[src/rtl/seg_agu_pkg.sv]
package seg_agu_pkg;

   typedef enum logic [1:0] {
      ACC_READ  = 2'd0,
      ACC_WRITE = 2'd1,
      ACC_EXEC  = 2'd2
   } acc_kind_e;

   typedef enum logic [1:0] {
      FLT_NONE  = 2'd0,
      FLT_LIMIT = 2'd1,
      FLT_RIGHT = 2'd2,
      FLT_ABSNT = 2'd3
   } flt_code_e;

endpackage

[src/rtl/seg_agu_cache.sv]
module seg_agu_cache #(
   parameter int SEG_CNT = 4,
   parameter int ADDR_W  = 32,
   parameter int LIM_W   = 20,
   localparam int IDX_W  = (SEG_CNT > 1) ? $clog2(SEG_CNT) : 1,
   localparam int ENT_W  = 16 + ADDR_W + LIM_W + 4
) (
   input  logic              clk,
   input  logic              rst_n,
   input  logic              wr_en,
   input  logic [IDX_W-1:0]  wr_idx,
   input  logic [ENT_W-1:0]  wr_ent,
   input  logic [IDX_W-1:0]  rd_idx,
   output logic [ENT_W-1:0]  rd_ent
);

   logic [ENT_W-1:0] ent_q [SEG_CNT];

   // Entry layout: {selector, base, limit, gran, present, code, rw}.
   // Bit 2 is the present flag, so an entry that is still at reset is absent.
   localparam int PRES_BIT = 2;

   for (genvar g = 0; g < SEG_CNT; g++) begin : g_ent
      always_ff @(posedge clk or negedge rst_n) begin
         if (!rst_n)
            ent_q[g] <= '0;
         else if (wr_en && wr_ent[PRES_BIT] && (wr_idx == IDX_W'(g)))
            ent_q[g] <= wr_ent;
      end

      a_r5_keep_entry: assert property (@(posedge clk) disable iff (!rst_n)
         (wr_en && !wr_ent[PRES_BIT]) |=> $stable(ent_q[g]));
   end

   always_comb begin
      rd_ent = '0;
      for (int i = 0; i < SEG_CNT; i++)
         if (rd_idx == IDX_W'(i)) rd_ent = ent_q[i];
   end

endmodule

[src/rtl/seg_agu_check.sv]
module seg_agu_check
   import seg_agu_pkg::*;
#(
   parameter int ADDR_W     = 32,
   parameter int LIM_W      = 20,
   parameter int GRAN_SHIFT = 12
) (
   input  logic              pe,
   input  logic [ADDR_W-1:0] offset,
   input  logic [1:0]        kind,
   input  logic [1:0]        size,
   input  logic [LIM_W-1:0]  limit,
   input  logic              gran,
   input  logic              present,
   input  logic              code,
   input  logic              rw,
   output flt_code_e         fault
);

   localparam int CW = ADDR_W + 1;

   logic [CW-1:0] last_byte;
   logic [CW-1:0] eff_limit;
   logic          rights_bad;
   logic          limit_bad;

   assign last_byte = {1'b0, offset} + CW'(size);
   assign eff_limit = gran ? CW'({limit, {GRAN_SHIFT{1'b1}}}) : CW'(limit);
   assign limit_bad = last_byte > eff_limit;

   always_comb begin
      unique case (kind)
         ACC_WRITE: rights_bad = code || !rw;
         ACC_EXEC:  rights_bad = !code;
         ACC_READ:  rights_bad = code && !rw;
         default:   rights_bad = 1'b1;
      endcase
   end

   always_comb begin
      if (!pe)              fault = FLT_NONE;
      else if (!present)    fault = FLT_ABSNT;
      else if (rights_bad)  fault = FLT_RIGHT;
      else if (limit_bad)   fault = FLT_LIMIT;
      else                  fault = FLT_NONE;
   end

endmodule

[src/rtl/seg_agu_form.sv]
module seg_agu_form #(
   parameter int ADDR_W = 32
) (
   input  logic              pe,
   input  logic              a20_mask_n,
   input  logic [15:0]       seg_val,
   input  logic [ADDR_W-1:0] base,
   input  logic [ADDR_W-1:0] offset,
   output logic [ADDR_W-1:0] lin
);

   logic [20:0]       real_sum;
   logic [ADDR_W-1:0] raw;

   assign real_sum = {1'b0, seg_val, 4'h0} + {5'h0, offset[15:0]};
   assign raw      = pe ? (base + offset) : ADDR_W'(real_sum);

   always_comb begin
      lin     = raw;
      lin[20] = raw[20] & a20_mask_n;
   end

endmodule

[src/rtl/seg_agu.sv]
module seg_agu
   import seg_agu_pkg::*;
#(
   parameter int SEG_CNT    = 4,
   parameter int ADDR_W     = 32,
   parameter int LIM_W      = 20,
   parameter int GRAN_SHIFT = 12,
   localparam int IDX_W     = (SEG_CNT > 1) ? $clog2(SEG_CNT) : 1
) (
   input  logic              clk,
   input  logic              rst_n,
   input  logic              ctl_pe,
   input  logic              a20_mask_n,
   input  logic              ld_valid,
   input  logic [IDX_W-1:0]  ld_seg_idx,
   input  logic [15:0]       ld_selector,
   input  logic [ADDR_W-1:0] ld_base,
   input  logic [LIM_W-1:0]  ld_limit,
   input  logic              ld_gran,
   input  logic              ld_present,
   input  logic              ld_code,
   input  logic              ld_rw,
   input  logic              req_valid,
   input  logic [IDX_W-1:0]  req_seg_idx,
   input  logic [15:0]       req_seg_val,
   input  logic [ADDR_W-1:0] req_offset,
   input  logic [1:0]        req_kind,
   input  logic [1:0]        req_size,
   output logic              ld_fault,
   output logic              rsp_valid,
   output logic [ADDR_W-1:0] rsp_addr,
   output logic [1:0]        rsp_fault,
   output logic              rsp_ti,
   output logic [1:0]        rsp_rpl,
   output logic [12:0]       rsp_index
);

   localparam int ENT_W = 16 + ADDR_W + LIM_W + 4;

   if (SEG_CNT < 1)                   begin : g_bad_cnt  $error("SEG_CNT must be at least 1"); end
   if (ADDR_W < 21)                   begin : g_bad_addr $error("ADDR_W must cover bit 20"); end
   if (LIM_W + GRAN_SHIFT > ADDR_W)   begin : g_bad_lim  $error("scaled limit wider than address"); end

   logic [ENT_W-1:0]  ent;
   logic [15:0]       e_sel;
   logic [ADDR_W-1:0] e_base;
   logic [LIM_W-1:0]  e_lim;
   logic              e_gran, e_pres, e_code, e_rw;
   logic [ADDR_W-1:0] lin;
   flt_code_e         flt;

   seg_agu_cache #(.SEG_CNT(SEG_CNT), .ADDR_W(ADDR_W), .LIM_W(LIM_W)) u_cache (
      .clk    (clk),
      .rst_n  (rst_n),
      .wr_en  (ld_valid),
      .wr_idx (ld_seg_idx),
      .wr_ent ({ld_selector, ld_base, ld_limit, ld_gran, ld_present, ld_code, ld_rw}),
      .rd_idx (req_seg_idx),
      .rd_ent (ent)
   );

   assign {e_sel, e_base, e_lim, e_gran, e_pres, e_code, e_rw} = ent;

   seg_agu_check #(.ADDR_W(ADDR_W), .LIM_W(LIM_W), .GRAN_SHIFT(GRAN_SHIFT)) u_check (
      .pe      (ctl_pe),
      .offset  (req_offset),
      .kind    (req_kind),
      .size    (req_size),
      .limit   (e_lim),
      .gran    (e_gran),
      .present (e_pres),
      .code    (e_code),
      .rw      (e_rw),
      .fault   (flt)
   );

   seg_agu_form #(.ADDR_W(ADDR_W)) u_form (
      .pe         (ctl_pe),
      .a20_mask_n (a20_mask_n),
      .seg_val    (req_seg_val),
      .base       (e_base),
      .offset     (req_offset),
      .lin        (lin)
   );

   always_ff @(posedge clk or negedge rst_n) begin
      if (!rst_n) begin
         ld_fault  <= 1'b0;
         rsp_valid <= 1'b0;
         rsp_addr  <= '0;
         rsp_fault <= '0;
         rsp_ti    <= 1'b0;
         rsp_rpl   <= '0;
         rsp_index <= '0;
      end else begin
         ld_fault  <= ld_valid && !ld_present;
         rsp_valid <= req_valid;
         if (req_valid) begin
            rsp_fault <= flt;
            rsp_addr  <= (flt == FLT_NONE) ? lin : '0;
            rsp_ti    <= ctl_pe & e_sel[2];
            rsp_rpl   <= ctl_pe ? e_sel[1:0] : 2'b00;
            rsp_index <= ctl_pe ? e_sel[15:3] : 13'h0;
         end
      end
   end

   a_r3_rsp_follows: assert property (@(posedge clk) disable iff (!rst_n)
      req_valid |=> rsp_valid);
   a_r3_no_spurious: assert property (@(posedge clk) disable iff (!rst_n)
      !req_valid |=> !rsp_valid);
   a_r2_bit20_low: assert property (@(posedge clk) disable iff (!rst_n)
      (req_valid && !a20_mask_n) |=> !rsp_addr[20]);
   a_r1_real_clean: assert property (@(posedge clk) disable iff (!rst_n)
      (req_valid && !ctl_pe) |=> (rsp_fault == 2'd0));
   a_r10_fault_zero: assert property (@(posedge clk) disable iff (!rst_n)
      (rsp_fault != 2'd0) |-> (rsp_addr == '0));

endmodule

[config.mk]
export PLATFORM = sky130hd
export DESIGN_NAME = seg_agu
export DESIGN_NICKNAME = d
export VERILOG_FILES = /design/src/rtl/seg_agu_pkg.sv /design/src/rtl/seg_agu_cache.sv /design/src/rtl/seg_agu_check.sv /design/src/rtl/seg_agu_form.sv /design/src/rtl/seg_agu.sv
export SDC_FILE = /design/constraint.sdc
export NUM_CORES = 1
export LEC_CHECK = 0
export BUFFER_PORTS_ARGS = -buffer_cell sky130_fd_sc_hd__clkbuf_2
export CAP_MARGIN = 10
export CORE_MARGIN = 5
export CORE_UTILIZATION = 60
export DETAILED_ROUTE_END_ITERATION = 12
export GPL_TIMING_DRIVEN = 0
export PLACE_DENSITY = 0.79
export SLEW_MARGIN = 20
export SYNTH_ARGS = -nofsm -noshare
export SYNTH_HDL_FRONTEND = slang
export SYNTH_SLANG_ARGS = --single-unit
[constraint.sdc]
create_clock -name clk -period 3.8 [get_ports clk]
set_input_delay 0.19 -clock clk [delete_from_list [all_inputs] [get_ports clk]]
set_output_delay 0.19 -clock clk [all_outputs]
set_load 0.005 [all_outputs]
# --- Word level (Yosys, flattened, before mapping) ---
# Cells that the tools add are included.
word_totals:
  reg_bits: 340
  elab_cells: 54
  out_inout_bits: 52
  input_bits: 134
op_classes:
  reduce_logical: 15
  eq_ne: 8
  n_mux: 14
  bitwise: 2
  add_sub_neg: 3
  order_cmp: 1
ops:
  columns: ["cell", "count"]
  rows:
  - ["$mux W72", 4]
  - ["$mux W32", 3]
  - ["$add A32 B2 Y33", 1]
  - ["$gt A33 B33 Y1", 1]
  - ["$add A32 B32 Y32", 1]
  - ["$add A20 B16 Y21", 1]
  - ["$mux W13", 1]
  - ["$eq A2 B2 Y1 const B", 5]
  - ["$logic_not A2 Y1", 4]
  - ["$mux W2", 4]
  - ["$logic_and A1 B1 Y1", 7]
  - ["$eq A2 B1 Y1 const B", 3]
  - ["$logic_not A1 Y1", 3]
  - ["$pmux W1 S3", 1]
  - ["$and A1 B1 Y1", 2]
  - ["$logic_or A1 B1 Y1", 1]
  - ["$mux W1", 1]

# --- Longest topological paths before layout ---
# Gate-level depths: netlist (run 1).
depth:
  ltp_word: 13
  ltp_mapped: 23
  ltp_nobuf: 21

# --- Hierarchy ---
# A second synthesis (run 1) with hierarchy kept.
hier_totals:
  hier_cells: 1503
  hier_area_um2: 18843.1
by_module_without_submodules:
  columns: ["module", "area_per_inst_um2", "seq_area_each_um2", "cells_per_inst", "n_inst"]
  rows:
  - ["seg_agu_cache", 12388.1, 7206.9, 699, 1]
  - ["seg_agu_form", 2597.5, 0.0, 374, 1]
  - ["seg_agu", 2308.5, 1301.2, 217, 1]
  - ["seg_agu_check", 1549.0, 0.0, 213, 1]

# --- Worst setup path after synthesis (run 1) ---
# Ideal clock, no wire load.
synth_timing:
  path_kind: "in2reg"
  from: "in req_seg_idx[0]"
  to: "reg rsp_addr[30]"
  required_ps: 3705
  arrival_time_ps: 3983
  path_buffers: 3
  setup_ps: 95
  path_slack_ps: -279
  path_stages: 17
  cell_sequence: "buf_2 > buf_2 > buf_1 > mux4_2 > ha_1 > inv_1 > fa_1 > nor2b_1 > o31ai_1 > a211oi_1 > o311ai_1 > a31oi_1 > nand2_1 > o22ai_1 > o41a_1 > xnor2_1 > o31ai_1"
synth_via:
  elab_chain_len: 13
  elab_cells_between_ends: 23
  cone_classes: "1 x add/sub; 1 x order compare; 3 x eq/ne; 12 x mux; 6 x reduce/logical"
synth_rtl:
  columns: ["item", "line", "text"]
  rows:
  - ["from (decl)", "seg_agu.sv:24", "input logic [IDX_W-1:0] req_seg_idx,"]
  - ["$logic_not A2 Y1", "seg_agu_cache.sv:38", "if (rd_idx == IDX_W'(i)) rd_ent = ent_q[i];"]
  - ["$mux W72 (3 in series)", "seg_agu_cache.sv:38", null]
  - ["$mux W72 *", "seg_agu_cache.sv:38", null]
  - ["$mux W32 / $logic_not A1 Y1 (equally long branches)", "seg_agu_check.sv:28, seg_agu_check.sv:33, seg_agu_check.sv:35", null]
  - ["$gt A33 B33 Y1, or another cell as far along", "seg_agu_check.sv:29", "assign limit_bad = last_byte > eff_limit;"]
  - ["$mux W1 / $pmux W1 S3 (equally long branches)", "seg_agu_check.sv:44, seg_agu_check.sv:32", null]
  - ["$mux W2", "seg_agu_check.sv:43", "else if (rights_bad) fault = FLT_RIGHT;"]
  - ["$mux W2", "seg_agu_check.sv:42", "else if (!present) fault = FLT_ABSNT;"]
  - ["$mux W2", "seg_agu_check.sv:41", "if (!pe) fault = FLT_NONE;"]
  - ["$logic_not A2 Y1", "seg_agu.sv:100", "rsp_addr <= (flt == FLT_NONE) ? lin : '0;"]
  - ["$mux W32 *", "seg_agu.sv:100", null]
  - ["to (signal assigned)", "seg_agu.sv:100", null]
  - ["to (decl)", "seg_agu.sv:31", "output logic [ADDR_W-1:0] rsp_addr,"]
# Every way passes the cells marked *; elsewhere a longest branch is shown, timed or not.
# A chain may end at the register's enable or synchronous reset.

# --- Worst setup path in the final report (run 1) ---
layout_timing:
  from: "reg u_cache.ent_q[3] (netlist name)"
  to: "reg rsp_addr[8]"
layout_via:
  elab_chain_len: 9
layout_rtl:
  columns: ["item", "line", "text"]
  rows:
  - ["from (decl)", "seg_agu_cache.sv:17", "logic [ENT_W-1:0] ent_q [SEG_CNT];"]
  - ["from (signal, indexed assignment)", "seg_agu_cache.sv:28", "ent_q[g] <= wr_ent;"]
  - ["$mux W72", "seg_agu_cache.sv:38", null]
  - ["$mux W32", "seg_agu_check.sv:28", "assign eff_limit = gran ? CW'({limit, {GRAN_SHIFT{1'b1}}}) : CW'(limit);"]
  - ["$gt A33 B33 Y1", "seg_agu_check.sv:29", null]
  - ["$mux W1", "seg_agu_check.sv:44", "else if (limit_bad) fault = FLT_LIMIT;"]
  - ["$mux W2", "seg_agu_check.sv:43", null]
  - ["$mux W2", "seg_agu_check.sv:42", null]
  - ["$mux W2", "seg_agu_check.sv:41", null]
  - ["$logic_not A2 Y1", "seg_agu.sv:100", null]
  - ["$mux W32", "seg_agu.sv:100", null]
# No other way between the ends.

==> results of run 1 <==
==> placed cells by master, fill, tap and decap left out, drive strengths merged, types with 23 or more instances in the layout <==
cell	n
a21o	25
nand3	40
mux4	70
inv	35
o21ai	43
xor2	23
buf	40
nor2	67
a21oi	61
dfrtp	340
ha	77
nand2	62
clkbuf	283
xnor2	47
mux2	286
dlygate4sd3	75
==> routing by layer <==
layer | vias to the layer above | part of all wire [%]
met4 | 12 | 3.7
met5 | - | 0.17
met2 | 499 | 48
met1 | 6579 | 40
met3 | 121 | 8.3
li1 | 5824 | -
==> flip-flops by register name, indices dropped and copies added, names as in the netlist <==
name / count
rsp_ti: 1
rsp_fault: 2
rsp_index: 13
ld_fault: 1
rsp_rpl: 2
rsp_addr: 32
rsp_valid: 1
u_cache.ent_q: 288
==> repair_timing <==
action	CTS	global route
hold endpoints to repair	466	0
hold buffers	75	0
gates cloned	0	1
endpoints found under the setup margin	32	28
pin swaps	3	19
resized for setup	33	49
setup buffers	8	12
==> worst paths after layout <==
check                                      to  depth (start not counted)
min in group asynchronous  u_cache.ent_q[176]                          2
max in group asynchronous   u_cache.ent_q[48]                          4
hold reg to reg             u_cache.ent_q[74]                          1
hold / removal                    rsp_addr[1]                          3
setup / recovery                  rsp_addr[8]                         16
setup reg to reg                  rsp_addr[8]                         16
==> final cells by class <==
class | count | area (sq um) | area share, %
buffer | 62 | 324 | 1.49
clock buffer | 51 | 997 | 4.59
clock inverter | 8 | 60.1 | 0.277
inverter | 35 | 131 | 0.605
multi-input combinational | 960 | 9210 | 42.4
sequential | 340 | 8510 | 39.2
tap | 390 | 488 | 2.25
timing repair buffer | 286 | 1990 | 9.16
==> cell families (layout without fill, tap and decap cells) <==
logic type,after synthesis,after routing,synth area share [%]
flops,340,340,47.4
xor+xnor,70,70,3.42
mux,366,366,27.3
buf+inv,98,442,2.15
compound gates,200,200,7.25
fa+ha+maj,80,80,5.70
simple gates,244,244,6.77
==> power groups by stage <==
stage               sequential (mW)  combinational, mW  clock (mW)
finish                         4.78               3.28        3.22
global route                   4.85               3.58        3.43
CTS                            4.76               3.15        3.25
detailed placement             4.81               3.00           0
global placement               4.76               2.87           0
floorplan                      4.68               2.17           0
==> critical path: stages, from the launching register on <==
cell and delay (ns):
dfrtp_1 0.39, mux4_2 0.55, buf_8 0.18, buf_4 0.15, mux2i_1 0.25, ha_2 0.33
nand4_1 0.13, nor3_2 0.06, a21boi_2 0.15, o31a_1 0.29, o211ai_1 0.27, nor2b_2 0.22
buf_6 0.14, and2_4 0.19, buf_8 0.13, a22oi_1 0.09, a21oi_1 0.17
==> summary.txt, run 1 <==
status -> completed
largest net degree at the start of global routing -> 96
Synth Instances -> 1398
Comb pwr share -> 29.1%
setup tns final -> 0 ns
CTS sink cnt -> 340
DR iter-0 viols -> 1065
GRT Total Usage -> 28.0%
met1 track demand over resource -> 36.7%
final cell count without fillers -> 2132
max-cap violation count -> 0
max_slew headroom -> 40.9%
core area -> 29600 sq um
PD cells -> 519 nW/um^2
fmax -> 0.264 GHz
P_leak -> 9.71 nW
total power -> 11.3 mW
part of the power in the clock network -> 28.5%
Synth Flop Type -> dfrtp_1
DR WL/cell -> 22.1 um
initial antenna violation count -> 6
Place WS -> -1.46 ns
fill count -> 1936
placed insts -> 1978
met2 Track Usage GR -> 46.2%
Reg clk slew, reported paths -> 0.06 ns
Req. time, crit path -> 4.23 ns
std cell rows -> 63
H-Tree Depth -> 2
setup violators final -> 0
number of global-route vias before repair -> 13900
Synth area leader -> dfrtp_1
first-pass GRT wire length -> 74.2 mm
Longest Clk Path Bufs -> 3
Post-synth top cells -> dfrtp_1 (340), mux2_2 (286), ha_1 (77)
post-synth top area share -> 47.4%
CTS tree -> done
Final WS setup -> 0.0172 ns
gr ovfl total -> 0
Initial Utilization -> 60.7%
via count -> 13000
drt drc -> 0
most used routing layer -> met2
fin nets -> 1935
Routed Antenna Nets -> 0
Max IR drop VDD -> 0.332 mV
min cycle time layout -> 3.78 ns
sw frac -> 29.7%
Least-Margin Pin Slew -> 0.886 ns
sequential fraction of the synthesis area -> 47.4%
CP Class -> reg2reg
Hold Path Class -> in2reg
clk_skew -> 0.00769 ns
WL final -> 47.0 mm
die width -> 183 um
FF-to-FF setup slack -> 0.02 ns
Worst R2R Start -> u_cache.ent_q[3]
CTS Buf Count -> 36
Final Hold Fails -> 0
Mapped Area -> 17900 sq um
grt met3 use -> 6.84%
Design Area, Final -> 21700 sq um
clk root buf -> clkbuf_16
io pins -> 186
placer congestion estimate -> 0.903
Critical Path Fanout Max -> 6
Area Overhead vs Synth -> 21.0%
Async S/R FF share, synth -> 100%
top cells by area, synth -> dfrtp_1 (47%), mux2_2 (18%), mux4_2 (8.8%), ha_1 (5.4%), xnor2_1 (2.3%)
Final period util -> 99.5%
Worst Setup End Kind -> flip-flop
Final Max Tran Viols -> 0
most numerous cell in the Yosys netlist -> dfrtp_1
CP Launch Point -> u_cache.ent_q[3]
die area -> 33500 sq um
Setup crit start kind -> flip-flop
layout cells sized above 1 -> 39.1%
CP arrival -> 4.21 ns
# port buffers -> 185
Synth Net Count -> 1612
die height -> 183 um
Hold Crit Start -> req_offset[1]
number of flops mapped to enable cells by yosys -> 0
Yosys cell types -> 71
utilization after layout -> 73.4%
flops & latches, synth -> 340
Seq pwr share -> 42.4%
RSZ-0062 raised after global routing -> yes
DR vias/cell -> 6.11
Pint -> 7.93 mW
Clock Latency Late Sink -> 0.52 ns
first-pass iteration count of the detailed router -> 6
Synth Warn # -> 0
Area after DPL -> 19500 sq um
Switch Pwr -> 3.34 mW
Hold Slack -> 0.00107 ns
synthesized area per cell -> 12.8 sq um
DP HPWL -> 33.4 mm
# diodes -> 0
Note: power is estimated with default switching activity, not from simulation.
==> inputs of run 2 (changes only) <==
--- a/config.mk
+++ b/config.mk
@@ -12,7 +12,6 @@
 export DETAILED_ROUTE_END_ITERATION = 12
 export GPL_TIMING_DRIVEN = 0
 export PLACE_DENSITY = 0.79
-export SLEW_MARGIN = 20
 export SYNTH_ARGS = -nofsm -noshare
 export SYNTH_HDL_FRONTEND = slang
 export SYNTH_SLANG_ARGS = --single-unit
==> constraint.sdc (replaced) <==
create_clock -name clk -period 4.3 [get_ports clk]
set_input_delay 0.215 -clock clk [delete_from_list [all_inputs] [get_ports clk]]
set_output_delay 0.215 -clock clk [all_outputs]
set_load 0.005 [all_outputs]
==> summary.txt, run 2 (synthesis results as in run 1) <==
max_slew headroom -> 34.3%
first-pass GRT wire length -> 73.8 mm
Final Max Tran Viols -> 0
clk root buf -> clkbuf_16
Critical Path Fanout Max -> 10
layout cells sized above 1 -> 37.3%
Final period util -> 93.9%
DP HPWL -> 33.0 mm
Final WS setup -> 0.263 ns
die height -> 183 um
via count -> 12900
GRT Total Usage -> 27.8%
Hold Path Class -> in2reg
Worst path slowest cell -> mux4_2
Least-Margin Pin Slew -> 0.985 ns
Final Hold Fails -> 0
Routed Antenna Nets -> 0
fill count -> 1985
max reg flops -> 288
worst path bufs/invs -> 5
Reg clk slew, reported paths -> 0.06 ns
CP Class -> in2reg
gr ovfl total -> 0
PD cells -> 469 nW/um^2
commonest non-fill, non-tap cell in the layout -> dfrtp_1
setup violators final -> 0
fin nets -> 1908
Place WS -> -1.09 ns
drt drc -> 0
largest net degree at the start of global routing -> 109
CTS Buf Count -> 36
Longest Clk Path Bufs -> 3
io pins -> 186
Setup crit start kind -> input pin
DR vias/cell -> 6.10
Max IR drop VDD -> 0.345 mV
Initial Utilization -> 60.7%
die width -> 183 um
WL final -> 46.2 mm
RSZ-0062 raised after global routing -> no
core area -> 29600 sq um
Area Overhead vs Synth -> 19.1%
DR WL/cell -> 21.9 um
die area -> 33500 sq um
P_leak -> 9.58 nW
placed insts -> 1977
# port buffers -> 185
CTS tree -> done
Clock Latency Late Sink -> 0.52 ns
clk_skew -> 0.0126 ns
max-cap violation count -> 0
most frequent cells in the layout -> dfrtp_1 (340), mux2_2 (286), clkbuf_2 (189)
setup tns final -> 0 ns
DR iter-0 viols -> 923
placer congestion estimate -> 0.896
CP cell instances -> clkbuf_2 > buf_2 > buf_6 > buf_4 > mux4_2 > ha_1 > inv_1 > fa_1 > nor2b_1 > o31ai_2 > a211oi_1 > o311ai_1 > a31oi_1 > nand2_1 > o22ai_1 > o41a_1 > xnor2_1 > o31ai_1
CP arrival -> 4.45 ns
Critical Path Max Stage Delay -> 0.58 ns
CTS sink cnt -> 340
status -> completed
final cell count without fillers -> 2111
Worst Setup End Kind -> flip-flop
number of global-route vias before repair -> 13600
min cycle time layout -> 4.04 ns
initial antenna violation count -> 8
fmax -> 0.248 GHz
largest register by flop count -> u_cache.ent_q
CP top delay family -> compound AO/OA/AOI/OAI gates
std cell rows -> 63
total power -> 10.0 mW
Req. time, crit path -> 4.72 ns
first-pass iteration count of the detailed router -> 5
leading registers by flop count -> u_cache.ent_q: 288 flops, rsp_addr: 32 flops, rsp_index: 13 flops
H-Tree Depth -> 2
-- run 2: changes by cell type in the layout (fill, tap and decap cells not counted), sizes merged --
cell           previous run  this run
buf                      40        17
dlygate4sd3              75        69
clkbuf                  283       286
clkinv                    6         9
diode                     0         2
bufinv                    0         1
clkdlybuf4s15             1         0
clkinvlp                  2         1
inv                      35        36
-- run 2: worst paths after layout --
| check | from | to | slack [ns] | cells past startpoint |
|---|---|---|---|---|
| setup / recovery | req_seg_idx[0] | rsp_addr[30] | 0.26 | 18 |
| hold / removal | ld_base[17] | u_cache.ent_q[113] | 0.009 | 2 |
| setup reg to reg | u_cache.ent_q[3] | rsp_addr[16] | 0.34 | 16 |
| hold reg to reg | u_cache.ent_q[218] | u_cache.ent_q[218] | 0.48 | 1 |
| max in group asynchronous | rst_n | u_cache.ent_q[211] | 2.83 | 4 |
| min in group asynchronous | rst_n | rsp_addr[16] | 0.19 | 2 |
-- run 2: stage by stage --
stage / instance area, sq um / util, % / hold slack [ns]
CTS: 21300 / 72.1 / 0.000950
detailed placement: 19500 / 65.8 / 0.168
finish: 21400 / 72.3 / 0.00861
floorplan: 17900 / - / -0.0806
global placement: 19400 / 65.5 / 0.359
global route: 21400 / 72.3 / 0.00233
-- run 2: repair_timing --
item / 4_1_cts / 5_1_grt
hold endpoints to repair: 288 / 0
pin swaps: 0 / 1
endpoints found under the setup margin: 15 / 29
gates resized for setup: 13 / 17
hold buffers: 69 / 0
setup buffers: 0 / 1
-- run 2: area by class of cell --
| cell class | instances | area, sq um | share of cell area (%) |
|---|---|---|---|
| sequential | 340 | 8510 | 39.8 |
| clock inverter | 12 | 106 | 0.498 |
| inverter | 35 | 131 | 0.615 |
| tap | 390 | 488 | 2.28 |
| buffer | 62 | 272 | 1.27 |
| timing repair buffer | 259 | 1730 | 8.08 |
| antenna | 2 | 5.00 | 0.0234 |
| clock buffer | 51 | 1050 | 4.90 |
| multi-input combinational | 960 | 9090 | 42.5 |
-- run 2: per-layer routing --
metal / vias to the layer above / routed length [um] / GRT usage (%)
met5: - / 79 / 0
met4: 12 / 1610 / 8.97
met3: 117 / 3680 / 6.25
met2: 454 / 21900 / 44.9
met1: 6527 / 19000 / 37.9
li1: 5769 / - / -
-- run 2: power breakdown --
part	total [mW]	switching, mW	leakage, nW	internal [mW]
Sequential	4.22	0.357	4.11	3.86
Combinational	2.74	1.31	4.89	1.43
Clock	3.05	1.29	0.573	1.76
==> inputs of run 3 (changes only) <==
--- a/config.mk
+++ b/config.mk
@@ -14,4 +14,5 @@
 export PLACE_DENSITY = 0.79
 export SYNTH_ARGS = -nofsm -noshare
 export SYNTH_HDL_FRONTEND = slang
+export SYNTH_HIERARCHICAL = 1
 export SYNTH_SLANG_ARGS = --single-unit
==> summary.txt, run 3 <==
Comb pwr share -> 30.0%
placer congestion estimate -> 0.929
Least-Margin Pin Slew -> 0.823 ns
Synth Warn # -> 6
DR vias/cell -> 6.09
P_leak -> 9.97 nW
layout cells sized above 1 -> 38.7%
sw frac -> 30.6%
DR iter-0 viols -> 914
initial antenna violation count -> 3
Routed Antenna Nets -> 0
synthesized area per cell -> 12.5 sq um
Initial Utilization -> 61.1%
leading registers by flop count -> u_cache/ent_q: 288 flops, rsp_addr: 32 flops, rsp_index: 13 flops
drt drc -> 0
Worst Setup End Kind -> flip-flop
max_slew headroom -> 45.1%
fmax -> 0.246 GHz
CP Launch Point -> req_seg_idx[0]
CTS sink cnt -> 340
Synth Net Count -> 1717
Reg clk slew, reported paths -> 0.06 ns
core area -> 30800 sq um
part of the power in the clock network -> 29.7%
Clock Latency Late Sink -> 0.54 ns
number of global-route vias before repair -> 14100
Switch Pwr -> 3.24 mW
Final period util -> 94.7%
Hold Path Class -> in2reg
die area -> 35000 sq um
Req. time, crit path -> 4.74 ns
DR WL/cell -> 21.9 um
Synth Instances -> 1503
io pins -> 186
clk_skew -> 0.0284 ns
WL final -> 48.7 mm
CTS Buf Count -> 37
largest net degree at the start of global routing -> 100
Longest Clk Path Bufs -> 3
largest register by flop count -> u_cache/ent_q
Place WS -> -0.599 ns
GRT Total Usage -> 27.5%
via count -> 13500
PD cells -> 474 nW/um^2
min cycle time layout -> 4.07 ns
flops & latches, synth -> 340
die width -> 187 um
number of flops mapped to enable cells by yosys -> 0
sequential fraction of the synthesis area -> 45.2%
Async S/R FF share, synth -> 100%
Yosys cell types -> 73
H-Tree Depth -> 2
Setup crit start kind -> input pin
Hold Slack -> 0.0176 ns
total area of sequential cells -> 8510 sq um
gr ovfl total -> 0
placed insts -> 2085
fill count -> 2122
clk root buf -> clkbuf_16
utilization after layout -> 72.3%
status -> completed
Synth area leader -> dfrtp_1
RSZ-0062 raised after global routing -> no
max-cap violation count -> 0
Mapped Area -> 18800 sq um
Final Max Tran Viols -> 0
std cell rows -> 64
Pint -> 7.34 mW
# port buffers -> 183
CP arrival -> 4.51 ns
Hold Crit Start -> ld_base[0]
first-pass iteration count of the detailed router -> 6
Synth Flop Type -> dfrtp_1
FF-to-FF setup slack -> 0.24 ns
most numerous cell in the Yosys netlist -> dfrtp_1
CP Class -> in2reg
final cell count without fillers -> 2225
post-synth top area share -> 45.2%
Seq pwr share -> 40.3%
Final WS setup -> 0.230 ns
Area Overhead vs Synth -> 18.3%
top cells by area, synth -> dfrtp_1 (45%), mux2_2 (17%), mux4_2 (8.6%), ha_1 (5.1%), nand2_1 (2.1%)
Critical Path Fanout Max -> 10
cell count of the worst reg-to-reg path -> 15
die height -> 187 um
commonest non-fill, non-tap cell in the layout -> dfrtp_1
Final Hold Fails -> 0
Worst R2R Start -> u_cache/ent_q[3]
area of the multi-input gates -> 9620 sq um
capture point of the worst path -> rsp_addr[30]
most frequent cells in the layout -> dfrtp_1 (340), mux2_2 (284), clkbuf_2 (184)
first-pass GRT wire length -> 77.2 mm
setup violators final -> 0
Post-synth top cells -> dfrtp_1 (340), mux2_2 (284), nand2_1 (107)
fin nets -> 2015
Max IR drop VDD -> 0.415 mV
DP HPWL -> 34.9 mm
max reg flops -> 288
CTS tree -> done
worst reg2reg path endpoint -> rsp_addr[30]
run 3: cell types whose count changed after synthesis, moves of 14 or more:
cell      change
buf_2        +28
inv_1        +27
buf_6        +14
clkbuf_1     -34
nor2_1       -23
nand2_1      +46
o22ai_2      +30
run 3: cells by family after synthesis:
kind of cell / after synthesis / synth area share (%)
buffers and inverters: 140 / 3.82
xor gates and xnor gates: 67 / 3.11
muxes: 379 / 26.8
and+or+nand+nor: 285 / 7.70
adders and majority gates: 80 / 5.43
AOI/OAI and AO/OA: 212 / 7.94
DFF: 340 / 45.2
run 3: worst min-delay path by stage:
stage	endpoint	slack, ns	cells after the start
after detailed placement	u_cache/ent_q[252]	0.26	1
after global placement	rsp_valid	0.35	1
final	u_cache/ent_q[168]	0.02	2
after floorplan	ld_fault	-0.08	0
after global routing	u_cache/ent_q[168]	0.001	2
after CTS	u_cache/ent_q[168]	0.003	2
run 3: final cells by class:
cell class,instances,share of cell area [%]
Tap cell,396,2.22
Antenna cell,2,0.0224
Timing Repair Buffer,260,7.84
Buffer,78,2.18
Sequential cell,340,38.2
Inverter,61,1.03
Multi-Input combinational cell,1023,43.2
Clock inverter,15,0.696
Clock buffer,50,4.69
run 3: metal layers:
metal / vias up / track usage (%) / wire [um] / part of all wire, %
met1: 6824 / 37.7 / 20500 / 42
li1: 6104 / - / - / -
met4: 2 / 10.7 / 1980 / 4.1
met3: 127 / 4.63 / 3240 / 6.6
met2: 492 / 44.2 / 23000 / 47
met5: - / 0 / 13 / 0.027
run 3: power by group through the flow:
stage | registers (mW) | clock network (mW) | logic [mW]
6_report | 4.26 | 3.14 | 3.18
5_1_grt | 4.33 | 3.33 | 3.45
4_1_cts | 4.24 | 3.19 | 3.14
3_5_place_dp | 4.29 | 0 | 3.05
3_3_place_gp | 4.25 | 0 | 2.95
2_1_floorplan | 4.19 | 0 | 2.21
run 3: what timing repair did:
item | 4_1_cts | 5_1_grt
hold buffers | 74 | 0
setup buffers | 0 | 0
endpoints found under the setup margin | 30 | 3
hold endpoints to repair | 343 | 0
resized for setup | 0 | 1
run 3: metrics by stage:
step / area, sq um / power, mW / setup TNS [ns]
global route: 22300 / 11.1 / 0
finish: 22300 / 10.6 / 0
global placement: 20300 / 7.20 / -1392.15
detailed placement: 20300 / 7.35 / -18.58
CTS: 22300 / 10.6 / 0
floorplan: 18800 / 6.40 / 0
run 3: worst max-delay path, stage by stage:
cell      delay (ns)
buf_2           0.30
buf_4           0.32
mux4_2          0.57
clkbuf_1        0.18
clkbuf_1        0.30
mux2i_1         0.21
ha_1            0.33
nand4_1         0.18
nor4_2          0.42
nand3_1         0.17
a211o_1         0.30
nand4b_1        0.10
o221ai_1        0.16
or2_1           0.27
buf_6           0.16
buf_6           0.16
o22ai_2         0.13
